## src/rtl/pbd_pkg.sv

```systemverilog
package pbd_pkg;

  localparam int OP_W  = 8;
  localparam int OP_N  = 1 << OP_W;
  localparam int CNT_W = 2;

  typedef enum logic [1:0] {
    PK_NONE  = 2'd0,
    PK_Y     = 2'd1,
    PK_IND   = 2'd2,
    PK_IND_Y = 2'd3
  } pre_kind_t;

  typedef struct packed {
    logic use_y;
    logic indirect;
  } amod_t;

  function automatic amod_t kind_to_mod(pre_kind_t k);
    amod_t m;
    m.use_y    = (k == PK_Y) || (k == PK_IND_Y);
    m.indirect = (k == PK_IND) || (k == PK_IND_Y);
    return m;
  endfunction

  // Default set of defined opcodes: everything except a small hole set.
  function automatic logic [OP_N-1:0] dflt_legal();
    logic [OP_N-1:0] t;
    for (int i = 0; i < OP_N; i++) begin
      logic [OP_W-1:0] b;
      b = OP_W'(i);
      t[i] = !(((b[7:4] == 4'h8) && (b[3:2] == 2'b11)) ||
               (b == 8'h31) || (b == 8'h93));
    end
    return t;
  endfunction

  // Default operand-length table, CNT_W bits per opcode.
  function automatic logic [CNT_W*OP_N-1:0] dflt_len();
    logic [CNT_W*OP_N-1:0] t;
    for (int i = 0; i < OP_N; i++) begin
      logic [OP_W-1:0] b;
      logic [CNT_W-1:0] n;
      b = OP_W'(i);
      if (!b[7]) begin
        n = (b[5:4] == 2'd0) ? 2'd0 : ((b[5:4] == 2'd1) ? 2'd1 : 2'd2);
      end else begin
        n = b[6] ? 2'd1 : 2'd0;
      end
      t[CNT_W*i +: CNT_W] = n;
    end
    return t;
  endfunction

endpackage

```

## src/rtl/pbd_lookup.sv

```systemverilog
module pbd_lookup
  import pbd_pkg::*;
#(
  parameter int                     W         = OP_W,
  parameter int                     CW        = CNT_W,
  parameter logic [W-1:0]           PRE_Y     = 8'h90,
  parameter logic [W-1:0]           PRE_IND   = 8'h92,
  parameter logic [W-1:0]           PRE_IND_Y = 8'h91,
  parameter logic [(1<<W)-1:0]      LEGAL_MAP = dflt_legal(),
  parameter logic [CW*(1<<W)-1:0]   LEN_MAP   = dflt_len()
) (
  input  logic [W-1:0]  byte_in,
  output pre_kind_t     pre_kind,
  output logic          is_legal,
  output logic [CW-1:0] opnd_cnt
);

  localparam int NPRE = 3;
  localparam logic [NPRE*W-1:0] PRE_CODES = {PRE_IND_Y, PRE_IND, PRE_Y};
  localparam logic [NPRE*2-1:0] PRE_KINDS = {PK_IND_Y, PK_IND, PK_Y};

  logic [NPRE-1:0] hit;

  for (genvar g = 0; g < NPRE; g++) begin : g_pre
    assign hit[g] = (byte_in == PRE_CODES[g*W +: W]);
  end

  always_comb begin
    pre_kind = PK_NONE;
    for (int k = 0; k < NPRE; k++) begin
      if (hit[k]) pre_kind = pre_kind_t'(PRE_KINDS[k*2 +: 2]);
    end
  end

  assign is_legal = LEGAL_MAP[byte_in];
  assign opnd_cnt = LEN_MAP[int'(byte_in)*CW +: CW];

endmodule

```

## src/rtl/pbd_seq.sv

```systemverilog
module pbd_seq
  import pbd_pkg::*;
#(
  parameter int W  = OP_W,
  parameter int CW = CNT_W
) (
  input  logic          clk,
  input  logic          rst,
  input  logic          byte_vld,
  input  logic [W-1:0]  byte_in,
  input  pre_kind_t     pre_kind,
  input  logic          is_legal,
  input  logic [CW-1:0] opnd_cnt,
  output logic          dec_vld,
  output logic [W-1:0]  dec_opcode,
  output logic          dec_use_y,
  output logic          dec_indirect,
  output logic [CW-1:0] dec_opnd_cnt,
  output logic          illegal_rst
);

  typedef enum logic [1:0] {
    ST_FIRST = 2'd0,
    ST_OPC   = 2'd1,
    ST_OPND  = 2'd2
  } st_t;

  st_t           st_q;
  pre_kind_t     pend_q;
  logic [CW-1:0] left_q;
  amod_t         mod_now;

  // In the opcode slot the pending prefix applies; in the first slot none.
  assign mod_now = kind_to_mod((st_q == ST_OPC) ? pend_q : PK_NONE);

  always_ff @(posedge clk) begin
    if (rst) begin
      st_q         <= ST_FIRST;
      pend_q       <= PK_NONE;
      left_q       <= '0;
      dec_vld      <= 1'b0;
      dec_opcode   <= '0;
      dec_use_y    <= 1'b0;
      dec_indirect <= 1'b0;
      dec_opnd_cnt <= '0;
      illegal_rst  <= 1'b0;
    end else begin
      dec_vld     <= 1'b0;
      illegal_rst <= 1'b0;
      if (byte_vld) begin
        case (st_q)
          ST_OPND: begin
            left_q <= left_q - 1'b1;
            if (left_q == CW'(1)) st_q <= ST_FIRST;
          end
          default: begin
            if ((st_q == ST_FIRST) && (pre_kind != PK_NONE)) begin
              pend_q <= pre_kind;
              st_q   <= ST_OPC;
            end else if (is_legal) begin
              dec_vld      <= 1'b1;
              dec_opcode   <= byte_in;
              dec_use_y    <= mod_now.use_y;
              dec_indirect <= mod_now.indirect;
              dec_opnd_cnt <= opnd_cnt;
              left_q       <= opnd_cnt;
              pend_q       <= PK_NONE;
              st_q         <= (opnd_cnt == '0) ? ST_FIRST : ST_OPND;
            end else begin
              illegal_rst <= 1'b1;
              pend_q      <= PK_NONE;
              st_q        <= ST_FIRST;
            end
          end
        endcase
      end
    end
  end

endmodule

```

## src/rtl/pbd_decode.sv

```systemverilog
module pbd_decode
  import pbd_pkg::*;
#(
  parameter int                       W         = OP_W,
  parameter int                       CW        = CNT_W,
  parameter logic [W-1:0]             PRE_Y     = 8'h90,
  parameter logic [W-1:0]             PRE_IND   = 8'h92,
  parameter logic [W-1:0]             PRE_IND_Y = 8'h91,
  parameter logic [(1<<W)-1:0]        LEGAL_MAP = dflt_legal(),
  parameter logic [CW*(1<<W)-1:0]     LEN_MAP   = dflt_len()
) (
  input  logic          clk,
  input  logic          rst,
  input  logic          byte_vld,
  input  logic [W-1:0]  byte_in,
  output logic          dec_vld,
  output logic [W-1:0]  dec_opcode,
  output logic          dec_use_y,
  output logic          dec_indirect,
  output logic [CW-1:0] dec_opnd_cnt,
  output logic          illegal_rst
);

  pre_kind_t     pre_kind;
  logic          is_legal;
  logic [CW-1:0] opnd_cnt;

  pbd_lookup #(
    .W(W), .CW(CW),
    .PRE_Y(PRE_Y), .PRE_IND(PRE_IND), .PRE_IND_Y(PRE_IND_Y),
    .LEGAL_MAP(LEGAL_MAP), .LEN_MAP(LEN_MAP)
  ) u_lookup (
    .byte_in  (byte_in),
    .pre_kind (pre_kind),
    .is_legal (is_legal),
    .opnd_cnt (opnd_cnt)
  );

  pbd_seq #(.W(W), .CW(CW)) u_seq (
    .clk          (clk),
    .rst          (rst),
    .byte_vld     (byte_vld),
    .byte_in      (byte_in),
    .pre_kind     (pre_kind),
    .is_legal     (is_legal),
    .opnd_cnt     (opnd_cnt),
    .dec_vld      (dec_vld),
    .dec_opcode   (dec_opcode),
    .dec_use_y    (dec_use_y),
    .dec_indirect (dec_indirect),
    .dec_opnd_cnt (dec_opnd_cnt),
    .illegal_rst  (illegal_rst)
  );

endmodule

```

## config.mk

```make
export PLATFORM = sky130hd
export DESIGN_NAME = pbd_decode
export DESIGN_NICKNAME = d
export VERILOG_FILES = /design/src/rtl/pbd_pkg.sv /design/src/rtl/pbd_lookup.sv /design/src/rtl/pbd_seq.sv /design/src/rtl/pbd_decode.sv
export SDC_FILE = /design/constraint.sdc
export NUM_CORES = 1
export LEC_CHECK = 0
export BUFFER_PORTS_ARGS = -buffer_cell sky130_fd_sc_hd__buf_4
export CAP_MARGIN = 30
export CELL_PAD_IN_SITES_DETAIL_PLACEMENT = 1
export CELL_PAD_IN_SITES_GLOBAL_PLACEMENT = 2
export CORE_MARGIN = 10
export CORE_UTILIZATION = 31
export DETAILED_ROUTE_END_ITERATION = 6
export GPL_TIMING_DRIVEN = 0
export PLACE_DENSITY = 0.84
export SLEW_MARGIN = 20
export SYNTH_ARGS = -nofsm -noshare
export SYNTH_HDL_FRONTEND = slang
export SYNTH_SLANG_ARGS = --single-unit
```

## constraint.sdc

```tcl
create_clock -name clk -period 2.6 [get_ports clk]
set_clock_uncertainty 0.1 [all_clocks]
set_input_delay 0.65 -clock clk [delete_from_list [all_inputs] [get_ports clk]]
set_output_delay 0.65 -clock clk [all_outputs]
set_load 0.01 [all_outputs]
```

; ---- After elaboration in Yosys (flattened, before gate mapping)
; Memory sizes are Yosys's and may differ from the RTL's.
; Index checks and enable logic that the tools add are counted.
[totals]
ff_bits = 20
romBits = 256
input_bits = 11
output_inout_bits = 14
word_cells = 55
mem_count = 1
[op_classes]
n_addsub = 1
magnitude_cmp = 1
n_eq_ne = 11
n_shift = 1
muxes = 16
bitwise = 3
reduce_logical = 12
[mem_list]
columns = memory, depth, width, rd, rd_clocked_by_memory_dff, write_ports, line_no
row1 = (no name shown), 256, 1, 1, 0, 0, pbd_lookup.sv:35  ; assign is_legal = LEGAL_MAP[byte_in];
[op_table]
columns = op, count
row1 = $shiftx 512x10->2 const A, 1
row2 = $eq 8x8->1 const B, 3
row3 = $mux 2, 12
row4 = $lt 8x9->1 const B, 1
row5 = $eq 2x1->1 const B, 3
row6 = $eq 2x2->1 const B, 3
row7 = $logic_not 2->1, 2
row8 = $mux 1, 4
row9 = $reduce_and 2->1, 2
row10 = $reduce_and 4->1, 1
row11 = $reduce_bool 2->1, 2
row12 = $reduce_or 4->1, 1
row13 = $not 1->1, 3
row14 = $reduce_and 3->1, 1
row15 = $logic_or 1x1->1, 2
row16 = $ne 2x1->1 const B, 1
row17 = $ne 2x2->1 const B, 1
row18 = $sub 2x1->2 const B, 1
row19 = $logic_and 1x1->1, 1

; ---- Depth between registers and ports, before layout
; Gate-level depths: netlist of the first run.
[logic_depth]
depth_word = 8
mapped_depth = 6
mapped_depth_nobuf = 5

; ---- Modules after synthesis
; From an unflattened synthesis of the first run, not the netlist that was laid out.
[unflattened]
cells_unflattened = 113
area_unflattened_um2 = 1009.7
[modules_own_cells]
columns = module, n_inst, cells_per_inst, area_per_inst_um2, seq_area_each_um2
row1 = pbd_seq, 1, 98, 899.6, 400.4
row2 = pbd_lookup, 1, 15, 110.1, 0.0

; ---- Worst setup path after synthesis of the first run
; No wires, ideal clock.
[synth_path]
path_kind = input port to flip-flop
from = in byte_in[6]
to = reg u_seq.left_q[1]
setup_ns = 0.121
arrival_ns = 1.817
t_required_ns = 2.379
path_slack_ns = 0.562
cell_stages = 4
n_path_buf = 0
cell_sequence = or4b_4 -> o31ai_4 -> a211oi_2 -> mux2_4
[synth_via]
elab_chain_cells = 8
word_cells_on_any_way = 17
cone_classes = eq/ne: 4 / shift: 1 / mux: 7 / reduce/logical: 4 / memory: 1
[synth_lines]
columns = item, line_no
row1 = from (decl), pbd_decode.sv:15  ; input logic [W-1:0] byte_in,
row2 = "parallel branches: the longest is 8 deep, another holds $shiftx 512x10->2", -
row3 = to (signal assigned), pbd_seq.sv:53  ; left_q <= left_q - 1'b1;
row4 = to (signal assigned), pbd_seq.sv:66  ; left_q <= opnd_cnt;
row5 = to (decl), pbd_seq.sv:30  ; logic [CW-1:0] left_q;
; Parallel ways; which one is timed is not known. The select of a mux whose other input is x is not followed.
; A chain may end at the register's enable or synchronous reset.

; ---- Final worst setup path of the first run
; Ends and elaborated chain as after synthesis.

==> impl_results.md, run 1 <==
- Cell Chain, Critical Path: buf_4 > nor4b_2 > o211a_1 > a211oi_2 > mux2_4
- Worst EP required: 2690 ps
- Psw: 0.185 mW
- Synth Instances: 115
- Min Tclk post-route: 1990 ps
- Gpl congestion: 0.850
- Distinct cell type count after synthesis: 45
- CTS Sinks: 20
- Resized Gates After CTS: 0
- Ant diodes: 0
- Overall die width: 78.8 um
- Most frequent cells in the layout: buf_4, dfxtp_1, nand2_1, mux2i_1, nor2_1
- Nature of the critical path endpoint: flip-flop
- Met1 Usage GRT: 11.2%
- Hold slack: 368 ps
- VDD IR max: 288 uV
- TritonCTS clock tree: yes
- Status: complete, no violations
- Fmax: 0.503 GHz
- Crit-path leading delay family: simple AND/OR/NAND/NOR gates
- Most common cell after layout, fill and taps aside: buf_4
- DR DRC count: 0
- Syn. warnings: 0
- Slowest stage delay, CP: 590 ps
- CP Buf/Inv Count: 1
- Global Route met3 Usage: 2.59%
- Number of fill cells in the layout: 405
- Area delta synth->final: 24.9%
- Htree depth: 1
- FFs w/ async S/R, synth: 0%
- Syn Nets: 127
- Clock root cell: clkbuf_4
- Least-Margin Pin Slew: 617 ps
- WL/cell: 14.9 um
- Commonest register cell after synthesis: dfxtp_1
- Clock transition at path regs: 110 ps
- Yosys top cell by area: dfxtp_1
- Clock Tree Buf Depth: 2
- First-pass GRT wire length: 4.84 mm
- Slowest CP cell: nor4b_2
- Critical path launch point type: input port
- Synthesized area per cell: 9.31 sq um
- RSZ-0062 raised after global routing: false
- Antenna viol nets, final: 0
- P_leak: 0.573 nW
- Post-route cell area: 1340 sq um
- Post-layout util: 40.1%
- Hold_sp: u_seq.pend_q[0]$_SDFFE_PP0P_
- Largest fanout on the critical path: 6
- Final Setup Violations: 0
- Seq pwr share: 50.5%
- Worst Hold Class: reg2reg
- Worst-case reg-to-reg path depth: 6
- CP Class: in2reg
- Vias in the first global route: 1034
- Grt total ovfl: 0
- Grt met2 use: 16.1%
- Core area: 3340 sq um
- I/O pin cnt: 25
- Chip height: 78.8 um
- Later-pin clock latency in the skew report: 290 ps
- Number of buffers created by CTS: 3
- Worst r2r src: u_seq.st_q[0]$_SDFFE_PP0P_
- Fin crit share: 76.5%
- Placed cells: 184
- Max-cap viol count: 0
- Post-DP HPWL: 2.22 mm
- Worst R2R End: u_seq.dec_opcode[2]$_SDFFE_PP0P_
- Pre-CTS setup slack: 339 ps
- Post-CTS setup buffers: 0
- Initial Util: 32.1%
- Synth area leaders: dfxtp_1, mux2i_1, nand2_1, nor3b_1, nor2_1
- Vias per cell: 5.00
- DRT Pass-1 Iters: 4
- Die area: 6210 sq um
- Seq/Total Area, Yosys: 37.4%
- Total Power: 0.667 mW
- Pins Over Slew Limit: 0
- Synth Cell Area: 1070 sq um
- Final WS setup: 611 ps
- Hold Crit Endpoint: u_seq.pend_q[0]$_SDFFE_PP0P_
- Vias: 940
- Pin count of the biggest net entering global routing: 12
- Stages on worst setup path: 5
- Final cell count without fillers: 188
- Top cell type's share of synthesized area: 37.4%
- FF-to-FF setup slack: 860 ps
- Share of cells above drive strength 1: 29.6%
- Post-synth EDFFs: 0
- CP arrival: 2080 ps
- Worst slew margin: 58.7%
- Routed wire length: 2.80 mm
- Comb pwr share: 22.8%
- Sw Share: 27.8%
- Input/output buffers: 23
- Clock power share: 26.7%
- Iter 0 DRT Violations: 40
- Initial antenna violation count: 0
- Placed instance area: 1300 sq um
- PwrDens: 499 nW/um^2
- WHS Path Cells: 2
- Hold Violations, Final: 0
- Hold-fix buffer count after cts: 0
- Pint: 0.482 mW
- Flops & latches, synth: 20
- Gr busiest metal: met2
- Num rows: 21
- Tot GR Track Use: 9.41%
- NumNets Final: 155
- Setup TNS: 0 ps
-- Yosys cell counts, types with 2 or more instances --
cell / instances
dfxtp_1: 20
a211o_1: 2
inv_1: 4
nand3_1: 5
mux2i_1: 8
clkbuf_1: 2
nor2b_1: 2
nor3b_1: 5
a21oi_1: 3
and3_2: 2
nand2b_1: 4
a211oi_1: 2
nor2_1: 7
a31o_1: 2
nand2_1: 16
a21o_1: 2
-- sequential cells by signal, summed over array words and instances, names as in the netlist --
signal              count
u_seq.dec_indirect      1
u_seq.dec_opnd_cnt      2
u_seq.dec_vld           1
u_seq.pend_q            2
u_seq.illegal_rst       1
u_seq.left_q            2
u_seq.dec_use_y         1
u_seq.st_q              2
u_seq.dec_opcode        8
-- power groups by stage --
stage	Sequential [mW]	Combinational (mW)	Clock (mW)
floorplan	0.348	0.0881	0
global placement	0.343	0.150	0
detailed placement	0.344	0.154	0
CTS	0.337	0.155	0.187
global route	0.340	0.170	0.205
finish	0.337	0.152	0.178
-- layer usage --
layer  wire (um)  vias up
li1            -      470
met1        1280      458
met2        1390       10
met3         116        2
met4          14        0
met5           0        -
-- cell families after synthesis --
group	count (synthesis)	synth area share, %
simple gates	49	25.7
compound gates	25	20.9
flops	20	37.4
buf+inv	10	5.14
mux	9	8.88
xor+xnor	1	0.818
fa+ha+maj	1	1.17
-- layout make-up --
| class | instances | area, sq um | area share (%) |
|---|---|---|---|
| buffer | 6 | 40.0 | 2.99 |
| tap | 46 | 57.6 | 4.30 |
| sequential | 20 | 400 | 29.9 |
| timing repair buffer | 23 | 173 | 12.9 |
| clock buffer | 4 | 36.3 | 2.71 |
| inverter | 4 | 15.0 | 1.12 |
| multi-input combinational | 85 | 616 | 46.0 |
-- worst register-to-register path: stages (launching register included) --
cell and delay, ps:
dfxtp_1 440, nand2b_1 150, buf_6 130, o211ai_2 180, a21o_1 200, buf_2 180
a31o_2 250
-- how the worst max path moves through the flow --
stage,slack (ps),end,from
after floorplan,560,u_seq.left_q[1]$_SDFFE_PP0P_,byte_in[6]
after global placement,330,u_seq.left_q[1]$_SDFFE_PP0P_,byte_in[6]
after detailed placement,340,u_seq.left_q[1]$_SDFFE_PP0P_,byte_in[6]
after CTS,630,u_seq.left_q[1]$_SDFFE_PP0P_,byte_in[6]
after global routing,590,u_seq.left_q[1]$_SDFFE_PP0P_,byte_in[6]
final,610,u_seq.left_q[1]$_SDFFE_PP0P_,byte_in[6]
Power figures use the tool's default switching activity.
==> run 2, diff against run 1 <==
--- a/config.mk
+++ b/config.mk
@@ -5,15 +5,16 @@
 export SDC_FILE = /design/constraint.sdc
 export NUM_CORES = 1
 export LEC_CHECK = 0
+export ABC_AREA = 1
 export BUFFER_PORTS_ARGS = -buffer_cell sky130_fd_sc_hd__buf_4
 export CAP_MARGIN = 30
 export CELL_PAD_IN_SITES_DETAIL_PLACEMENT = 1
 export CELL_PAD_IN_SITES_GLOBAL_PLACEMENT = 2
 export CORE_MARGIN = 10
-export CORE_UTILIZATION = 31
+export CORE_UTILIZATION = 26
 export DETAILED_ROUTE_END_ITERATION = 6
 export GPL_TIMING_DRIVEN = 0
-export PLACE_DENSITY = 0.84
+export PLACE_DENSITY = 0.81
 export SLEW_MARGIN = 20
 export SYNTH_ARGS = -nofsm -noshare
 export SYNTH_HDL_FRONTEND = slang
==> constraint.sdc (replaced) <==
create_clock -name clk -period 1.7 [get_ports clk]
set_clock_uncertainty 0.1 [all_clocks]
set_input_delay 0.425 -clock clk [delete_from_list [all_inputs] [get_ports clk]]
set_output_delay 0.425 -clock clk [all_outputs]
set_load 0.01 [all_outputs]
==> run 2 against run 1 <==
  * Sequential share of layout area fell by 0.71 points
  * Synthesized cell count rose by 31%
  * Critical endpoint is now u_seq.dec_opcode[4]$_SDFFE_PP0P_
  * Combinational power rose by 82%
  * Synthesized area rose by 1.4%
  * Via count rose by 9.0%
  * Sequential power rose by 56%
  * Worst setup slack got worse by 420 ps
  * Flip-flop and latch count did not move
  * Clock-buffer cell count fell by 1
  * Wire length rose by 6.0%
  * Register-to-register slack got worse by 660 ps
  * First-iteration DRC count fell by 28%
==> impl_results.md, run 2 <==
- Most frequent cell after synthesis: nand2_1 (was dfxtp_1)
- Hold-fix buffer count after cts: 0 (unchanged)
- Commonest cells in the netlist: nand2_1, nor2_1, dfxtp_1 (was dfxtp_1, nand2_1, mux2i_1)
- Least-Margin Pin Slew: 443 ps (was 617 ps)
- Pint: 0.784 mW (was 0.482 mW)
- Final Setup Violations: 0 (unchanged)
- Hold slack: 272 ps (was 368 ps)
- Post-route cell area: 1370 sq um (was 1340 sq um)
- Critical path launch point type: flip-flop (was input port)
- Max-cap viol count: 0 (unchanged)
- Initial Util: 27.0% (was 32.1%)
- Comb pwr share: 24.9% (was 22.8%)
- FFs w/ async S/R, synth: 0% (unchanged)
- Final WS setup: 196 ps (was 611 ps)
- Hold_sp: rst (was u_seq.pend_q[0]$_SDFFE_PP0P_)
- Cell Chain, Critical Path: nor2_1 > nand2_1 > inv_1 > nand3_2 > nand2_2 > nor2_4 > buf_6 > nand3_2 > nand2_1 > nor2_1 (was buf_4 > nor4b_2 > o211a_1 > a211oi_2 > mux2_4)
- Worst Hold Class: in2reg (was reg2reg)
- CTS Sinks: 20 (unchanged)
- Area delta synth->final: 26.2% (was 24.9%)
- Psw: 0.326 mW (was 0.185 mW)
- Worst r2r src: u_seq.st_q[0]$_SDFFE_PP0P_ (unchanged)
- Most frequent cells in the layout: nand2_1, buf_4, nor2_1, dfxtp_1, a21oi_1 (was buf_4, dfxtp_1, nand2_1, mux2i_1, nor2_1)
- CP Launch Point: u_seq.st_q[0]$_SDFFE_PP0P_ (was byte_in[6])
- Die area: 7160 sq um (was 6210 sq um)
- Gpl congestion: 0.759 (was 0.850)
- Grt total ovfl: 0 (unchanged)
- Syn Nets: 163 (was 127)
- DR DRC count: 0 (unchanged)
- Slowest stage delay, CP: 410 ps (was 590 ps)
- Post-layout util: 34.0% (was 40.1%)
- Post-DP HPWL: 2.40 mm (was 2.22 mm)
- Synth Instances: 151 (was 115)
- Min Tclk post-route: 1500 ps
- Worst EP required: 1750 ps (was 2690 ps)
- Initial antenna violation count: 0 (unchanged)
- Later-pin clock latency in the skew report: 250 ps (was 290 ps)
- CP Buf/Inv Count: 2 (was 1)
- Clock Tree Buf Depth: 2 (unchanged)
- Clock power share: 27.7% (was 26.7%)
- Slowest CP cell: dfxtp_1 (was nor4b_2)
- Ant diodes: 0 (unchanged)
- Number of buffers created by CTS: 3 (unchanged)
- Syn. warnings: 0 (unchanged)
- PwrDens: 810 nW/um^2 (was 499 nW/um^2)
- Total Power: 1.11 mW (was 0.667 mW)
- TritonCTS clock tree: yes (unchanged)
- Top cell type's share of synthesized area: 36.9% (was 37.4%)
- CP arrival: 1550 ps (was 2080 ps)
- Iter 0 DRT Violations: 29 (was 40)
- Seq/Total Area, Yosys: 36.9% (was 37.4%)
- Largest fanout on the critical path: 10 (was 6)
- Synth Cell Area: 1090 sq um (was 1070 sq um)
- P_leak: 0.673 nW (was 0.573 nW)
- Status: complete, no violations (unchanged)
- Post-synth EDFFs: 0 (unchanged)
- Tot GR Track Use: 8.43% (was 9.41%)
- Overall die width: 84.6 um (was 78.8 um)
- DRT Pass-1 Iters: 4 (unchanged)
- Vias in the first global route: 1061 (was 1034)
- Vias: 1025 (was 940)
- Pin count of the biggest net entering global routing: 11 (was 12)
- Placed cells: 225 (was 184)
- Core area: 4030 sq um (was 3340 sq um)
- VDD IR max: 277 uV (was 288 uV)
- Num rows: 23 (was 21)
- WL/cell: 13.0 um (was 14.9 um)
- CP Class: reg2reg (was in2reg)
- Most common cell after layout, fill and taps aside: nand2_1 (was buf_4)
- Worst slew margin: 70.4% (was 58.7%)
- RSZ-0062 raised after global routing: false (unchanged)
- Antenna viol nets, final: 0 (unchanged)
- Final cell count without fillers: 228 (was 188)
- Synthesized area per cell: 7.19 sq um (was 9.31 sq um)
- Yosys top cell by area: dfxtp_1 (unchanged)
- Clock root cell: clkbuf_8 (was clkbuf_4)
- Flops & latches, synth: 20 (unchanged)
- Hold Violations, Final: 0 (unchanged)
- Fmax: 0.665 GHz
- Crit-path leading delay family: simple AND/OR/NAND/NOR gates (unchanged)
- Fin crit share: 88.5%
- Clock transition at path regs: 70 ps (was 110 ps)
- Synth area leaders: dfxtp_1, nand2_1, nand3_2, a21oi_1, nor2_1 (was dfxtp_1, mux2i_1, nand2_1, nor3b_1, nor2_1)
- Most flops, register: u_seq.dec_opcode (unchanged)
- Htree depth: 1 (unchanged)
- Setup TNS: 0 ps (unchanged)
- Chip height: 84.6 um (was 78.8 um)
- Post-CTS setup buffers: 0 (unchanged)
- Input/output buffers: 24 (was 23)
- Vias per cell: 4.50 (was 5.00)
- NumNets Final: 192 (was 155)
- Pre-CTS setup slack: 20.3 ps (was 339 ps)
- Commonest register cell after synthesis: dfxtp_1 (unchanged)
- First-pass GRT wire length: 5.11 mm (was 4.84 mm)
- Number of fill cells in the layout: 518 (was 405)
- I/O pin cnt: 25 (unchanged)
- Nature of the critical path endpoint: flip-flop (unchanged)
- Share of cells above drive strength 1: 30.3% (was 29.6%)
- Largest register FFs: 8 (unchanged)
- Sw Share: 29.4% (was 27.8%)
- Placed instance area: 1330 sq um (was 1300 sq um)
- Distinct cell type count after synthesis: 20 (was 45)
- Routed wire length: 2.97 mm (was 2.80 mm)
- Seq pwr share: 47.4% (was 50.5%)
- Pins Over Slew Limit: 0 (unchanged)
- Resized Gates After CTS: 0 (unchanged)
run 2: changes by cell type after synthesis, sizes merged, moves of 3 or more:
cell,delta
nand2,+24
nor2,+18
nand3,+14
a21oi,+13
inv,+12
mux2i,-8
nor3b,-5
nand2b,-4
a211oi,-3
a31o,-3
run 2: kinds of logic (layout without fill, tap and decap cells):
logic type	after synthesis	in the layout	share of synthesized area [%]
buffers and inverters	21	48	10.4
adder cells (fa/ha/maj)	1	1	1.15
AO/OA/AOI/OAI	21	21	10.1
AND/OR/NAND/NOR	88	88	41.5
flip-flops	20	20	36.9
run 2: path summary, 6_finish.rpt:
kind	cells after the start	slack, ps	end
max reg2reg	10	200	u_seq.dec_opcode[4]$_SDFFE_PP0P_
min reg2reg	2	380	u_seq.pend_q[0]$_SDFFE_PP0P_
max	10	200	u_seq.dec_opcode[4]$_SDFFE_PP0P_
min	2	270	u_seq.st_q[1]$_SDFFE_PP0P_
run 2: layer usage:
metal	vias up	global-route usage, %	wire length (um)
met5	-	0	0
met4	0	2.69	22
met3	2	2.51	129
met2	13	14.3	1450
met1	474	9.87	1370
li1	536	-	-
run 2: final cells by class:
class,instances,area (sq um),share of cell area (%)
Tap cell,50,62.6,4.57
Inverter,16,60.1,4.38
Buffer,5,52.6,3.84
Sequential cell,20,400,29.2
Clock buffer,3,41.3,3.01
Multi-Input combinational cell,110,573,41.8
Timing Repair Buffer,24,180,13.2
run 2: worst reg2reg max path: stages (launching register included):
cell and delay [ps]:
dfxtp_1 410, nor2_1 70, nand2_1 60, inv_1 60, nand3_2 80, nand2_2 70, nor2_4 160, buf_6 190
nand3_2 70, nand2_1 80, nor2_1 40
run 2: power groups by stage:
stage	registers (mW)	logic [mW]	clock network (mW)
floorplan	0.548	0.161	0
global placement	0.535	0.277	0
detailed placement	0.537	0.282	0
CTS	0.527	0.285	0.319
global route	0.531	0.318	0.339
finish	0.526	0.277	0.307
==> run 3, diff against run 2 <==
--- a/config.mk
+++ b/config.mk
@@ -15,6 +15,7 @@
 export DETAILED_ROUTE_END_ITERATION = 6
 export GPL_TIMING_DRIVEN = 0
 export PLACE_DENSITY = 0.81
+export RECOVER_POWER = 25
 export SLEW_MARGIN = 20
 export SYNTH_ARGS = -nofsm -noshare
 export SYNTH_HDL_FRONTEND = slang
==> run 3 against run 2 <==
  * Clock power is essentially flat
  * First-iteration DRC count shrank 14%
  * Sequential power is essentially flat
  * Worst setup slack is essentially flat
  * Via count is essentially flat
  * Flip-flop and latch count is the same
  * Global-route usage is the same
  * Non-clock buffer count is the same
==> impl_results.md, run 3 (same netlist as run 2, synthesis figures left out) <==
- Status: complete, no violations (unchanged)
- Later-pin clock latency in the skew report: 250 ps (about the same)
- Largest fanout on the critical path: 10 (unchanged)
- Htree depth: 1 (unchanged)
- Pins Over Slew Limit: 0 (unchanged)
- RSZ-0062 raised after global routing: false (unchanged)
- Hold slack: 273 ps (was 272 ps)
- Share of cells above drive strength 1: 25.8% (was 30.3%)
- Overall die width: 84.6 um (unchanged)
- Pin count of the biggest net entering global routing: 11 (unchanged)
- Gpl congestion: 0.759 (unchanged)
- DR DRC count: 0 (unchanged)
- Core area: 4030 sq um (unchanged)
- Multi-input combinational cell area: 573 sq um (unchanged)
- CTS Sinks: 20 (unchanged)
- Area delta synth->final: 23.4% (was 26.2%)
- PwrDens: 820 nW/um^2 (was 810 nW/um^2)
- Hold-fix buffer count after cts: 0 (unchanged)
- Most common cell after layout, fill and taps aside: nand2_1 (unchanged)
- CP arrival: 1550 ps (about the same)
- NumNets Final: 192 (unchanged)
- Resized Gates After CTS: 0 (unchanged)
- Post-DP HPWL: 2.40 mm (unchanged)
- TritonCTS clock tree: yes (unchanged)
- Global Route met3 Usage: 2.51% (unchanged)
- Least-Margin Pin Slew: 443 ps (unchanged)
- FF+latch area: 400 sq um (unchanged)
- Most frequent cells in the layout: nand2_1, nor2_1, dfxtp_1, a21oi_1, buf_4 (was nand2_1, buf_4, nor2_1, dfxtp_1, a21oi_1)
- Ant diodes: 0 (unchanged)
- Final Setup Violations: 0 (unchanged)
- Most flops, register: u_seq.dec_opcode (unchanged)
- Fmax: 0.665 GHz (about the same)
- Grt met2 use: 14.3% (unchanged)
- Num rows: 23 (unchanged)
- Clock Tree Buf Depth: 2 (unchanged)
- Gr busiest metal: met2 (unchanged)
- Post-route cell area: 1340 sq um (was 1370 sq um)
- Min Tclk post-route: 1500 ps (about the same)
- First-pass GRT wire length: 5.11 mm (unchanged)
- P_leak: 0.641 nW (was 0.673 nW)
- Input/output buffers: 24 (unchanged)
- CP Class: reg2reg (unchanged)
- WHS Path Cells: 2 (unchanged)
- Initial antenna violation count: 0 (unchanged)
- Initial Util: 27.0% (unchanged)
- Critical path launch point type: flip-flop (unchanged)
- Largest register FFs: 8 (unchanged)
- Worst-case reg-to-reg path depth: 10 (unchanged)
- Clock transition at path regs: 70 ps (about the same)
- WL/cell: 13.1 um (was 13.0 um)
- Grt total ovfl: 0 (unchanged)
- Vias in the first global route: 1061 (unchanged)
- Number of fill cells in the layout: 521 (was 518)
- Setup TNS: 0 ps (unchanged)
- Vias: 1024 (was 1025)
- DRT Pass-1 Iters: 4 (unchanged)
- Iter 0 DRT Violations: 25 (was 29)
- Nature of the critical path endpoint: flip-flop (unchanged)
- Post-CTS setup buffers: 0 (unchanged)
- Chip height: 84.6 um (unchanged)
- Fin crit share: 88.5% (about the same)
- Antenna viol nets, final: 0 (unchanged)
- I/O pin cnt: 25 (unchanged)
- Met1 Usage GRT: 9.87% (unchanged)
- Worst EP required: 1750 ps (about the same)
- Worst Hold Class: in2reg (unchanged)
- Routed wire length: 2.99 mm (was 2.97 mm)
- Max-cap viol count: 0 (unchanged)
- Vias per cell: 4.49 (was 4.50)
- Die area: 7160 sq um (unchanged)
- Tot GR Track Use: 8.43% (unchanged)
- Clock root cell: clkbuf_8 (unchanged)
- Placed instance area: 1330 sq um (unchanged)
- Worst slew margin: 70.4% (unchanged)
- VDD IR max: 277 uV (about the same)
- Hold Violations, Final: 0 (unchanged)
- Number of buffers created by CTS: 3 (unchanged)
## run 3: per-layer routing
| metal | up-vias | share of wire (%) |
|---|---|---|
| met3 | 2 | 4.0 |
| li1 | 536 | - |
| met5 | - | 0 |
| met1 | 473 | 47 |
| met2 | 13 | 49 |
| met4 | 0 | 0.74 |
## run 3: critical path, cell delays in order, from the launching register on
cell and delay (ps):
dfxtp_1 410, nor2_1 70, nand2_1 60, inv_1 60, nand3_2 80, nand2_2 70, nor2_4 160, buf_6 190
nand3_2 70, nand2_1 80, nor2_1 40
## run 3: path summary, 6_finish.rpt
check	slack, ps	endpoint	startpoint
worst max-delay path	200	u_seq.dec_opcode[4]$_SDFFE_PP0P_	u_seq.st_q[0]$_SDFFE_PP0P_
worst min-delay path	270	u_seq.st_q[1]$_SDFFE_PP0P_	rst
worst max register to register	200	u_seq.dec_opcode[4]$_SDFFE_PP0P_	u_seq.st_q[0]$_SDFFE_PP0P_
worst min register to register	380	u_seq.pend_q[0]$_SDFFE_PP0P_	u_seq.pend_q[0]$_SDFFE_PP0P_
## run 3: stage by stage
| stage | util (%) | total power, mW | worst slack, ps | instances |
|---|---|---|---|---|
| 6_report | 33.3 | 1.10 | 196 | 228 |
| 5_1_grt | 33.3 | 1.18 | 41.5 | 228 |
| 4_1_cts | 34.0 | 1.13 | 177 | 228 |
| 3_5_place_dp | 33.0 | 0.819 | 20.3 | 225 |
| 3_3_place_gp | 33.0 | 0.813 | 48.8 | 225 |
| 2_1_floorplan | - | 0.709 | 285 | 151 |
## run 3: area by class of cell
| class | instances | area share (%) |
|---|---|---|
| plain buffers | 5 | 3.92 |
| clock buffers | 3 | 3.08 |
| inverters | 16 | 4.48 |
| multi-input cells | 110 | 42.8 |
| flip-flops and latches | 20 | 29.9 |
| well taps | 50 | 4.67 |
| repair buffers | 24 | 11.2 |
## run 3: where the power goes
part | internal (mW) | switching [mW]
clock network | 0.158 | 0.150
registers | 0.505 | 0.0203
logic | 0.109 | 0.157
total | 0.772 | 0.327
